===== config.mk =====
export PLATFORM = sky130hd
export DESIGN_NAME = dualcarrier_pwm
export DESIGN_NICKNAME = d
export VERILOG_FILES = /design/src/rtl/dcp_pkg.sv /design/src/rtl/dcp_carrier.sv /design/src/rtl/dcp_reference.sv /design/src/rtl/dcp_leg_cmp.sv /design/src/rtl/dcp_deadband.sv /design/src/rtl/dualcarrier_pwm.sv
export SDC_FILE = /design/constraint.sdc
export NUM_CORES = 1
export LEC_CHECK = 0
export ABC_AREA = 1
export CORE_MARGIN = 1
export CORE_UTILIZATION = 45
export DETAILED_ROUTE_END_ITERATION = 10
export HOLD_SLACK_MARGIN = 0.08
export PLACE_DENSITY_LB_ADDON = 0.25
export SYNTH_ARGS = -nofsm -noshare
export SYNTH_HDL_FRONTEND = slang
export SYNTH_SLANG_ARGS = --single-unit

===== constraint.sdc =====
create_clock -name clk -period 9.2 [get_ports clk]
set_clock_uncertainty 0.05 [all_clocks]
set_input_delay 0.92 -clock clk [delete_from_list [all_inputs] [get_ports clk]]
set_output_delay 0.92 -clock clk [all_outputs]
set_load 0.005 [all_outputs]

===== src/rtl/dcp_pkg.sv =====
package dcp_pkg;

   typedef enum logic [1:0] {
      LEG_LOW  = 2'd0,
      LEG_MID  = 2'd1,
      LEG_HIGH = 2'd2
   } leg_lvl_e;

   // Rational half-sine approximation, scaled so the crest equals 2**mb.
   function automatic int unsigned sine_mag(int unsigned x, int unsigned h, int unsigned mb);
      int unsigned p;
      int unsigned num;
      int unsigned den;
      p   = x * (h - x);
      num = (16 * p) << mb;
      den = 5 * h * h - 4 * p;
      return num / den;
   endfunction

endpackage


===== src/rtl/dcp_carrier.sv =====
module dcp_carrier #(
   parameter int C_AMP = 200,
   parameter int C_OFS = 20,
   parameter int DIV_W = 8,
   parameter int PH_W  = 5,
   parameter int VW    = 9
) (
   input  logic                 clk,
   input  logic                 rst_n,
   input  logic                 en,
   input  logic [DIV_W-1:0]     period_cfg,
   output logic signed [VW-1:0] car_pos,
   output logic signed [VW-1:0] car_neg,
   output logic [PH_W-1:0]      phase
);
   localparam int TW = $clog2(C_AMP + 1);

   logic [DIV_W-1:0] pre_q;
   logic [TW-1:0]    tri_q;
   logic             down_q;
   logic [PH_W-1:0]  phase_q;
   logic [VW-1:0]    pos_u;

   always_ff @(posedge clk or negedge rst_n) begin
      if (!rst_n) begin
         pre_q   <= '0;
         tri_q   <= '0;
         down_q  <= 1'b0;
         phase_q <= '0;
      end else if (!en) begin
         pre_q   <= '0;
         tri_q   <= '0;
         down_q  <= 1'b0;
         phase_q <= '0;
      end else if (pre_q >= period_cfg) begin
         pre_q <= '0;
         if (!down_q) begin
            tri_q <= tri_q + 1'b1;
            if (tri_q == TW'(C_AMP - 1)) down_q <= 1'b1;
         end else begin
            tri_q <= tri_q - 1'b1;
            if (tri_q == TW'(1)) begin
               down_q  <= 1'b0;
               phase_q <= phase_q + 1'b1;
            end
         end
      end else begin
         pre_q <= pre_q + 1'b1;
      end
   end

   assign pos_u   = VW'(C_OFS) + VW'(tri_q);
   assign car_pos = $signed(pos_u);
   assign car_neg = -car_pos;
   assign phase   = phase_q;

endmodule


===== src/rtl/dcp_reference.sv =====
module dcp_reference #(
   parameter int PH_W  = 5,
   parameter int MAG_B = 8,
   parameter int AMP_W = 8,
   parameter int VW    = 9,
   parameter int PEAK  = 220
) (
   input  logic [PH_W-1:0]      phase,
   input  logic [AMP_W-1:0]     amp_cfg,
   output logic signed [VW-1:0] ref_a,
   output logic signed [VW-1:0] ref_b
);
   localparam int H   = 1 << (PH_W - 1);
   localparam int LIM = PEAK - 1;
   localparam int PW  = AMP_W + MAG_B + 1;

   logic [MAG_B:0]    tab [H];
   logic [AMP_W-1:0]  amp_eff;
   logic [PW-1:0]     prod;
   logic [VW-1:0]     mag_v;

   for (genvar g = 0; g < H; g++) begin : g_tab
      assign tab[g] = (MAG_B + 1)'(dcp_pkg::sine_mag(g, H, MAG_B));
   end

   always_comb begin
      if (32'(amp_cfg) > 32'(LIM)) amp_eff = AMP_W'(LIM);
      else                         amp_eff = amp_cfg;
   end

   assign prod  = PW'(amp_eff) * PW'(tab[phase[PH_W-2:0]]);
   assign mag_v = VW'(prod >> MAG_B);
   assign ref_a = phase[PH_W-1] ? -$signed(mag_v) : $signed(mag_v);
   assign ref_b = -ref_a;

endmodule


===== src/rtl/dcp_leg_cmp.sv =====
module dcp_leg_cmp #(
   parameter int VW = 9
) (
   input  logic signed [VW-1:0] ref_v,
   input  logic signed [VW-1:0] car_pos,
   input  logic signed [VW-1:0] car_neg,
   output logic                 dem_outer,
   output logic                 dem_inner
);
   import dcp_pkg::*;

   leg_lvl_e lvl;

   always_comb begin
      if (ref_v > car_pos)      lvl = LEG_HIGH;
      else if (ref_v > car_neg) lvl = LEG_MID;
      else                      lvl = LEG_LOW;
   end

   assign dem_outer = (lvl == LEG_HIGH);
   assign dem_inner = (lvl != LEG_LOW);

endmodule


===== src/rtl/dcp_deadband.sv =====
module dcp_deadband #(
   parameter int DT_W = 4
) (
   input  logic            clk,
   input  logic            rst_n,
   input  logic            en,
   input  logic [DT_W-1:0] dead_cfg,
   input  logic            demand,
   output logic            hi,
   output logic            lo
);
   logic            dem_q;
   logic [DT_W-1:0] cnt_q;

   always_ff @(posedge clk or negedge rst_n) begin
      if (!rst_n) begin
         dem_q <= 1'b0;
         cnt_q <= '0;
         hi    <= 1'b0;
         lo    <= 1'b0;
      end else if (!en) begin
         dem_q <= 1'b0;
         cnt_q <= '0;
         hi    <= 1'b0;
         lo    <= 1'b0;
      end else if (demand != dem_q) begin
         dem_q <= demand;
         cnt_q <= dead_cfg;
         hi    <= 1'b0;
         lo    <= 1'b0;
      end else if (cnt_q != '0) begin
         cnt_q <= cnt_q - 1'b1;
         hi    <= 1'b0;
         lo    <= 1'b0;
      end else begin
         hi <= dem_q;
         lo <= ~dem_q;
      end
   end

endmodule


===== src/rtl/dualcarrier_pwm.sv =====
module dualcarrier_pwm #(
   parameter int C_AMP = 200,
   parameter int C_OFS = 20,
   parameter int DIV_W = 8,
   parameter int AMP_W = 8,
   parameter int PH_W  = 5,
   parameter int MAG_B = 8,
   parameter int DT_W  = 4
) (
   input  logic              clk,
   input  logic              rst_n,
   input  logic              en,
   input  logic [DIV_W-1:0]  period_cfg,
   input  logic [AMP_W-1:0]  amp_cfg,
   input  logic [DT_W-1:0]   dead_cfg,
   output logic [7:0]        gate,
   output logic [PH_W-1:0]   phase_idx
);
   localparam int PEAK = C_OFS + C_AMP;
   localparam int VW   = $clog2(PEAK + 1) + 1;
   localparam int LEGS = 2;

   if (C_OFS < 1) begin : g_bad_ofs
      $error("carrier offset must be at least one count");
   end
   if (C_AMP < 2) begin : g_bad_amp
      $error("carrier sweep must be at least two counts");
   end
   if (PH_W < 2) begin : g_bad_ph
      $error("phase index needs at least two bits");
   end
   if (DT_W < 1 || DIV_W < 1) begin : g_bad_w
      $error("dead-band and divider widths must be positive");
   end

   logic signed [VW-1:0] car_pos;
   logic signed [VW-1:0] car_neg;
   logic signed [VW-1:0] ref_a;
   logic signed [VW-1:0] ref_b;
   logic signed [VW-1:0] ref_leg [LEGS];
   logic                 dem_u [2*LEGS];
   logic                 hi_u  [2*LEGS];
   logic                 lo_u  [2*LEGS];

   dcp_carrier #(
      .C_AMP(C_AMP), .C_OFS(C_OFS), .DIV_W(DIV_W), .PH_W(PH_W), .VW(VW)
   ) u_car (
      .clk(clk), .rst_n(rst_n), .en(en), .period_cfg(period_cfg),
      .car_pos(car_pos), .car_neg(car_neg), .phase(phase_idx)
   );

   dcp_reference #(
      .PH_W(PH_W), .MAG_B(MAG_B), .AMP_W(AMP_W), .VW(VW), .PEAK(PEAK)
   ) u_ref (
      .phase(phase_idx), .amp_cfg(amp_cfg), .ref_a(ref_a), .ref_b(ref_b)
   );

   assign ref_leg[0] = ref_a;
   assign ref_leg[1] = ref_b;

   for (genvar g = 0; g < LEGS; g++) begin : g_leg
      dcp_leg_cmp #(.VW(VW)) u_cmp (
         .ref_v(ref_leg[g]), .car_pos(car_pos), .car_neg(car_neg),
         .dem_outer(dem_u[2*g]), .dem_inner(dem_u[2*g+1])
      );
      for (genvar s = 0; s < 2; s++) begin : g_pair
         dcp_deadband #(.DT_W(DT_W)) u_db (
            .clk(clk), .rst_n(rst_n), .en(en), .dead_cfg(dead_cfg),
            .demand(dem_u[2*g+s]), .hi(hi_u[2*g+s]), .lo(lo_u[2*g+s])
         );
      end
   end

   assign gate = {lo_u[3], lo_u[2], hi_u[3], hi_u[2],
                  lo_u[1], lo_u[0], hi_u[1], hi_u[0]};

endmodule


## Word level (Yosys, flattened, before mapping)

Memories as Yosys holds them, arrays and structs flattened.
Cells that the tools add are included.

- Register bits: 50
- Input bits: 23
- Bits in read-only memories: 144
- Bits in latches: 0
- Memories: 1
- Bits in writable memories: 0

Memory list:

| name | words | width | read ports | clocked after memory_dff | wr ports | line | source |
|---|---|---|---|---|---|---|---|
| (no name shown) | 16 | 9 | 1 | 0 | 0 | dcp_reference.sv:31 | `assign prod = PW'(amp_eff) * PW'(tab[phase[PH_W-2:0]]);` |

- Div/mod/pow operators: 0
- Reduce and logical (&&, ||, !) cells: 7
- Equality and inequality tests: 19
- Bitwise gates (word level): 5
- Multiply operators: 1
- $lt $le $gt $ge: 7
- Add/sub/neg operators: 12
- Shift-type cells: 0
- Muxes and demuxes: 66

Operators by type and width:

| cell | number |
|---|---|
| $mux W4 | 12 |
| $mux W8 | 6 |
| $mux W1 | 39 |
| $gt A9 B9 Y1 | 4 |
| $mux W9 | 3 |
| $neg A9 Y9 | 3 |
| $mux W5 | 4 |
| $mul A8 B9 Y17 | 1 |
| $add A8 B1 Y8 const B | 2 |
| $reduce_bool A4 Y1 | 4 |
| $sub A4 B1 Y4 const B | 4 |
| $ne A2 B1 Y1 const B | 7 |
| $ne A3 B1 Y1 const B | 4 |
| $add A5 B8 Y9 const A | 1 |
| $eq A8 B1 Y1 const B | 1 |
| $eq A8 B8 Y1 const B | 1 |
| $ge A8 B8 Y1 | 1 |
| $gt A8 B8 Y1 const B | 1 |
| $sub A8 B1 Y8 const B | 1 |
| $add A5 B1 Y5 const B | 1 |
| $ge A5 B5 Y1 const B | 1 |
| $not A4 Y5 | 1 |
| $eq A2 B2 Y1 const B | 2 |
| $mux W2 | 2 |
| 4 further kinds | 11 |

## Depth between registers and ports, before layout

- Depth after elaboration: 15
- Mapped depth: 48
- Gate-level depth less buffers: 48

## Cells and area by module

Synthesis repeated with hierarchy kept, for this count alone.

- Cell total of the unflattened synthesis: 1162
- Area, all modules: 7903.8 µm²

Modules (own cells, without submodules):

| module | instances | cells each | area an instance (µm²) |
|---|---|---|---|
| dcp_reference | 1 | 481 | 3215.6 |
| dcp_carrier | 1 | 275 | 1883.1 |
| dcp_deadband | 4 | 53 | 422.9 |
| dcp_leg_cmp | 2 | 97 | 556.8 |

## Worst setup path after synthesis

OpenSTA, ideal clock, no wires.

- Path kind: input -> register
- Start point: input amp_cfg[2]
- End point: register g_leg[1].g_pair[1].u_db.cnt_q[3]
- Data required time: 9.033 ns
- Arrival: 7.551 ns
- Setup slack: 1.482 ns
- Path buffers: 0
- Stages: 44
- Cells stage by stage: nand3_1 -> nand2_1 -> nand2_2 -> inv_1 -> nor2_1 -> inv_1 -> nand2_1 -> fa_1 -> fa_1 -> inv_1 -> fa_1 -> inv_1 -> fa_1 -> inv_1 -> ha_1 -> a21oi_1 -> o21ai_0 -> inv_1 -> [8 not listed] -> nand3_4 -> nor2_4 -> nand2_4 -> xor2_1 -> ha_1 -> nand2_1 -> o21ai_0 -> a21oi_1 -> or2_2 -> or2_2 -> nand2_1 -> inv_2 -> nand2_2 -> nand2_4 -> nand2_4 -> nand2_1 -> o21ai_1 -> nor2_1

- Longest elaborated chain between the ends: 13

Ends and longest elaborated chain:

| item | line | source |
|---|---|---|
| from (decl) | dualcarrier_pwm.sv:14 | `input logic [AMP_W-1:0] amp_cfg,` |
| $gt A8 B8 Y1 | dcp_reference.sv:27 | `if (32'(amp_cfg) > 32'(LIM)) amp_eff = AMP_W'(LIM);` |
| $mux W8 (*) | dcp_reference.sv:27 |  |
| $mul A8 B9 Y17 (*) | dcp_reference.sv:31 |  |
| $neg A9 Y9 | dcp_reference.sv:33 | `assign ref_a = phase[PH_W-1] ? -$signed(mag_v) : $signed(mag_v);` |
| $mux W9 (*) | dcp_reference.sv:33 |  |
| $neg A9 Y9 (*) | dcp_reference.sv:34 | `assign ref_b = -ref_a;` |
| $gt A9 B9 Y1 | dcp_leg_cmp.sv:16 | `else if (ref_v > car_neg) lvl = LEG_MID;` |
| $mux W1 | dcp_leg_cmp.sv:16 |  |
| $mux W2 (*) | dcp_leg_cmp.sv:15 | `if (ref_v > car_pos) lvl = LEG_HIGH;` |
| $reduce_bool A2 Y1 (*) | dcp_leg_cmp.sv:21 | `assign dem_inner = (lvl != LEG_LOW);` |
| $ne A1 B1 Y1 (*) | dcp_deadband.sv:26 | `end else if (demand != dem_q) begin` |
| $mux W4 | dcp_deadband.sv:26 |  |
| $mux W4 | dcp_deadband.sv:21 | `end else if (!en) begin` |
| to (signal assigned) | dcp_deadband.sv:28 | `cnt_q <= dead_cfg;` |
| to (signal assigned) | dcp_deadband.sv:32 | `cnt_q <= cnt_q - 1'b1;` |
| to (decl) | dcp_deadband.sv:13 | `logic [DT_W-1:0] cnt_q;` |

Mark *: on every way between the ends. The rest lies on a longest branch, timed or not.
A chain may end at the register's enable or synchronous reset.

## Worst setup path after layout

- Start point: input amp_cfg[6]
- End point: register g_leg[1].g_pair[1].u_db.cnt_q[3]

The elaborated chain is that of the path after synthesis.

==> results by stage <==
Global routing:
- The number of antenna violations at the first check in global routing is 0.
- For this run, the total global-route usage over all layers was measured as 0.197.
- The pin count of the biggest net entering global routing is 51.
- The via count of the first global-routing pass is 5670.
- After global routing the overflow that remains totals 0.
- The wire length of the first global-routing pass is 26200 um.

Detailed routing:
- Using the TritonRoute via totals, the vias-per-cell ratio works out to 4.99.
- The detailed router put a total of roughly 7600 um of wire on met1.
- The total via count in the routed design is between 5000 and 6000.
- Summed over all layers, the routed wires come to 15000 um.
- The final antenna-violating net count is 0.
- In the routed design, unresolved DRC markers number 0.
- The average detailed-routed wire length per instance is 12.5 um.
- For this run, the detailed router's first-pass iteration total came to 5.
- The detailed router finished its first iteration with 442 violations.
- In the detailed route, the total length drawn on met3 is 582 um.
- The wire length on met2 is around 6700 um.
- The highest signal layer in the routed design is met4.

Yosys:
- The post-synthesis sequential element count is 50.
- The post-synthesis share of cell area spent on xor and xnor gates is 0.0368.
- The synthesized area per cell is 7.40 um2.
- Yosys printed 0 warnings.
- When the netlist entered floorplanning its net count stood at roughly 1100.
- In the post-synthesis netlist, the biggest area contributors are sky130_fd_sc_hd__dfrtp_1 (18%), sky130_fd_sc_hd__ha_1 (17%), sky130_fd_sc_hd__fa_1 (12%), sky130_fd_sc_hd__inv_1 (9.2%), sky130_fd_sc_hd__nand2_1 (8.3%).
- Synthesis handed over a netlist of 956 instances.
- Summing every instance area after synthesis gives between 0.007 and 0.008 mm2.
- The complex-gate fraction of the synthesized area is 0.0931.
- The simple-gate share of the synthesized area is 0.294.
- The count of unique library cells instantiated by Yosys is 50.
- The largest family of logic cells by synthesized area is simple AND/OR/NAND/NOR gates.
- For this run, the leading register cell type out of synthesis is sky130_fd_sc_hd__dfrtp_1.
- Of the post-synthesis cell area, the dominant cell type holds 0.177.
- For this run, the register share of the synthesized area comes to 0.177.
- sky130_fd_sc_hd__dfrtp_1 takes more of the synthesized area than any other cell.
- The number of synthesized flops with an enable pin is 0.
- The proportion of register bits with asynchronous set or reset after synthesis is 1.00.
- The multiplexer share of the synthesized area is 0.
- After synthesis, the most frequently instantiated cells are sky130_fd_sc_hd__inv_1 (174), sky130_fd_sc_hd__nand2_1 (157), sky130_fd_sc_hd__nor2_1 (116).
- The most common cell in the synthesized netlist is sky130_fd_sc_hd__inv_1.
- The adder and majority gate portion of the synthesized area is 0.284.

STA:
- At the pin with the least slew margin, the transition time is between 0.8 and 0.9 ns.
- The setup total negative slack is 0 ns.
- The final max-slew violation count is 0.
- Setup violations remaining at the end of the flow were counted as 0.
- For this run, the top clock speed supported by timing is around 0.12 GHz.
- The shortest clock period the worst path allows after layout is between 8 and 9 ns.
- The number of hold violations in the final report came to 0.
- In this run the tightest slew margin relative to its limit is 0.432.
- The portion of the clock cycle consumed by the worst path in the final layout is 0.938.

Worst setup path:
- The combined buffer and inverter count along the critical path is 11.
- The number of cells on the critical path is 46.
- The cell occurring most often along the worst timing path is sky130_fd_sc_hd__nand2_1.
- The top fanout value on the critical path is 8.
- The worst setup path is captured at a flip-flop.
- The gate family responsible for the most delay along the worst path is adder cells.
- The element type at the critical path start is a primary input.
- Data on the critical path is required at its endpoint by 9.33 ns.
- On the worst path, the slowest cell contributes a delay of 0.55 ns.
- The slowest cell on the critical path is sky130_fd_sc_hd__clkdlybuf4s50_1.
- The kind of critical path is in2reg.
- The cell depth of the worst flop-to-flop path is 41.
- The critical path arrival is 8.76 ns.

Final layout:
- The sequential cell area in the final layout is approximately 0.0013 mm2.
- The total of fill cells in the finished design is 1484.
- The fraction of layout cells with a size suffix above 1 is 0.0992.
- Once layout is complete, the utilization of the core stands at 0.510.
- In the final layout, the multi-input gates occupy between 0.005 and 0.006 mm2.
- The count of inserted antenna diode cells is 0.
- From synthesis to final layout, the design area changed by 10.1%.
- The number of nets at the end of the flow is 1147.

Place:
- The final RePlAce weighted congestion is 0.892.
- Input and output buffers added on the ports amount to 35.
- The estimated wirelength of the detail-placed design is around 12000 um.

Die:
- The height of the chip is 127 um.
- The effective utilization at floorplan is 0.463.
- The die outline width is between 100 and 150 um.
- The placeable core region is around 0.015 mm2.
- Row generation in the floorplan step produced 45 rows.
- The area enclosed by the die boundary is roughly 0.016 mm2.
- The top-level I/O count is 36.

Power:
- The internal power of the cells is approximately 0.45 mW.
- The combinational power share is 0.265.
- The net switching component of the power is 0.185 mW.
- The proportion of power drawn by the clock network is 0.330.
- The largest voltage drop on the vdd net is 0.135 mV.
- Of the total power, the share spent switching nets is 0.291.
- The power per cell area is 81.5 mW/mm2.
- The register share of total power is 0.405.
- In this run the static leakage power is 4.26 nW.

Clocking:
- The clock latency reported for the late side of the worst-skew pair is between 0.2 and 0.3 ns.
- The cell at the root of the clock tree is sky130_fd_sc_hd__clkbuf_16.
- The count of H-tree levels built during CTS is 2.
- Clock-pin slew was measured on the worst setup and hold paths at 0.07 ns.
- Buffers added to address setup during post-CTS repair amount to 0.
- Clock tree synthesis found a total of 50 sinks.
- The maximum number of buffers from clock root to sink is 2.
- The total clock buffers created by CTS is 5.
- The clock tree from TritonCTS is done.

Run:
- The tool flagged a number of max-cap violations equal to 0.

Worst hold path:
- The depth of the worst hold-timing path is 1.
- The worst min-delay path category is reg2reg.

Outcome:
- The run finished with clean final reports.
## per-layer routing
layer	vias up	track usage
met5	-	0
li1	3106	-
met4	0	0.0308
met3	12	0.0209
met1	2744	0.296
met2	123	0.309
## what timing repair did
item                                    in CTS  in global routing
gates resized for setup                      0                  1
hold buffers                                 0                  0
endpoints found under the hold margin        0                  0
endpoints found under the setup margin       0                  8
## sequential cells by signal, summed over array words and instances, names as in the netlist
| name | cells |
|---|---|
| u_car.pre_q | 8 |
| g_leg.g_pair.u_db.dem_q | 4 |
| u_car.tri_q | 8 |
| g_leg.g_pair.u_db.hi | 4 |
| u_car.down_q | 1 |
| g_leg.g_pair.u_db.lo | 4 |
| u_car.phase | 5 |
| g_leg.g_pair.u_db.cnt_q | 16 |
## final timing paths
| check | start | to | slack (ns) |
|---|---|---|---|
| max | amp_cfg[6] | g_leg[1].g_pair[1].u_db.cnt_q[3] | 0.57 |
| min | u_car.pre_q[0] | u_car.pre_q[0] | 0.45 |
| max reg2reg | u_car.phase[0] | g_leg[1].g_pair[1].u_db.cnt_q[3] | 0.78 |
| min reg2reg | u_car.pre_q[0] | u_car.pre_q[0] | 0.45 |
| max in group asynchronous | rst_n | u_car.tri_q[5] | 7.98 |
| min in group asynchronous | rst_n | g_leg[0].g_pair[0].u_db.cnt_q[3] | 0.69 |
## layout by cell type, fill, tap and decap left out, types with 14 or more instances in the layout
cell type / instances
sky130_fd_sc_hd__ha_1: 95
sky130_fd_sc_hd__xor2_1: 20
sky130_fd_sc_hd__nand3_1: 48
sky130_fd_sc_hd__nand2_2: 25
sky130_fd_sc_hd__nor2_1: 116
sky130_fd_sc_hd__inv_1: 174
sky130_fd_sc_hd__nand2_4: 14
sky130_fd_sc_hd__dfrtp_1: 50
sky130_fd_sc_hd__fa_1: 41
sky130_fd_sc_hd__clkdlybuf4s50_1: 34
sky130_fd_sc_hd__nand2_1: 157
sky130_fd_sc_hd__o21ai_0: 45
sky130_fd_sc_hd__a21oi_1: 41
## power groups by stage
stage	registers, mW	clock network [mW]	logic (mW)
finish	0.257	0.209	0.168
global route	0.260	0.221	0.193
CTS	0.257	0.214	0.169
detailed placement	0.261	0	0.168
global placement	0.261	0	0.168
floorplan	0.258	0	0.122
## logic make-up (layout without fill, tap and decap cells)
logic type                 after synthesis  after routing
and+or+nand+nor                        425            425
buffers and inverters                  200            232
DFF                                     50             50
adders and majority gates              136            136
AOI/OAI and AO/OA                      117            117
xor gates and xnor gates                28             28
## area by class of cell
class,count,share of cell area
Multi-Input combinational cell,706,0.644
Sequential cell,50,0.161
Inverter,184,0.0900
Timing Repair Buffer,41,0.0501
Tap cell,211,0.0339
Clock buffer,6,0.0178
Clock inverter,1,0.00386
## stage by stage
| stage | total power [mW] | std cells | area (um2) | hold WS, ns | worst slack, ns |
|---|---|---|---|---|---|
| global route | 0.674 | 1199 | 7790 | 0.490 | -0.00516 |
| detailed placement | 0.429 | 1192 | 7610 | 0.448 | 0.234 |
| floorplan | 0.380 | 956 | 7070 | 0.404 | 1.48 |
| finish | 0.634 | 1199 | 7790 | 0.445 | 0.568 |
| CTS | 0.640 | 1199 | 7780 | 0.456 | 0.500 |
| global placement | 0.428 | 1192 | 7610 | 0.433 | 0.376 |
(Power assumes the default switching activity.)
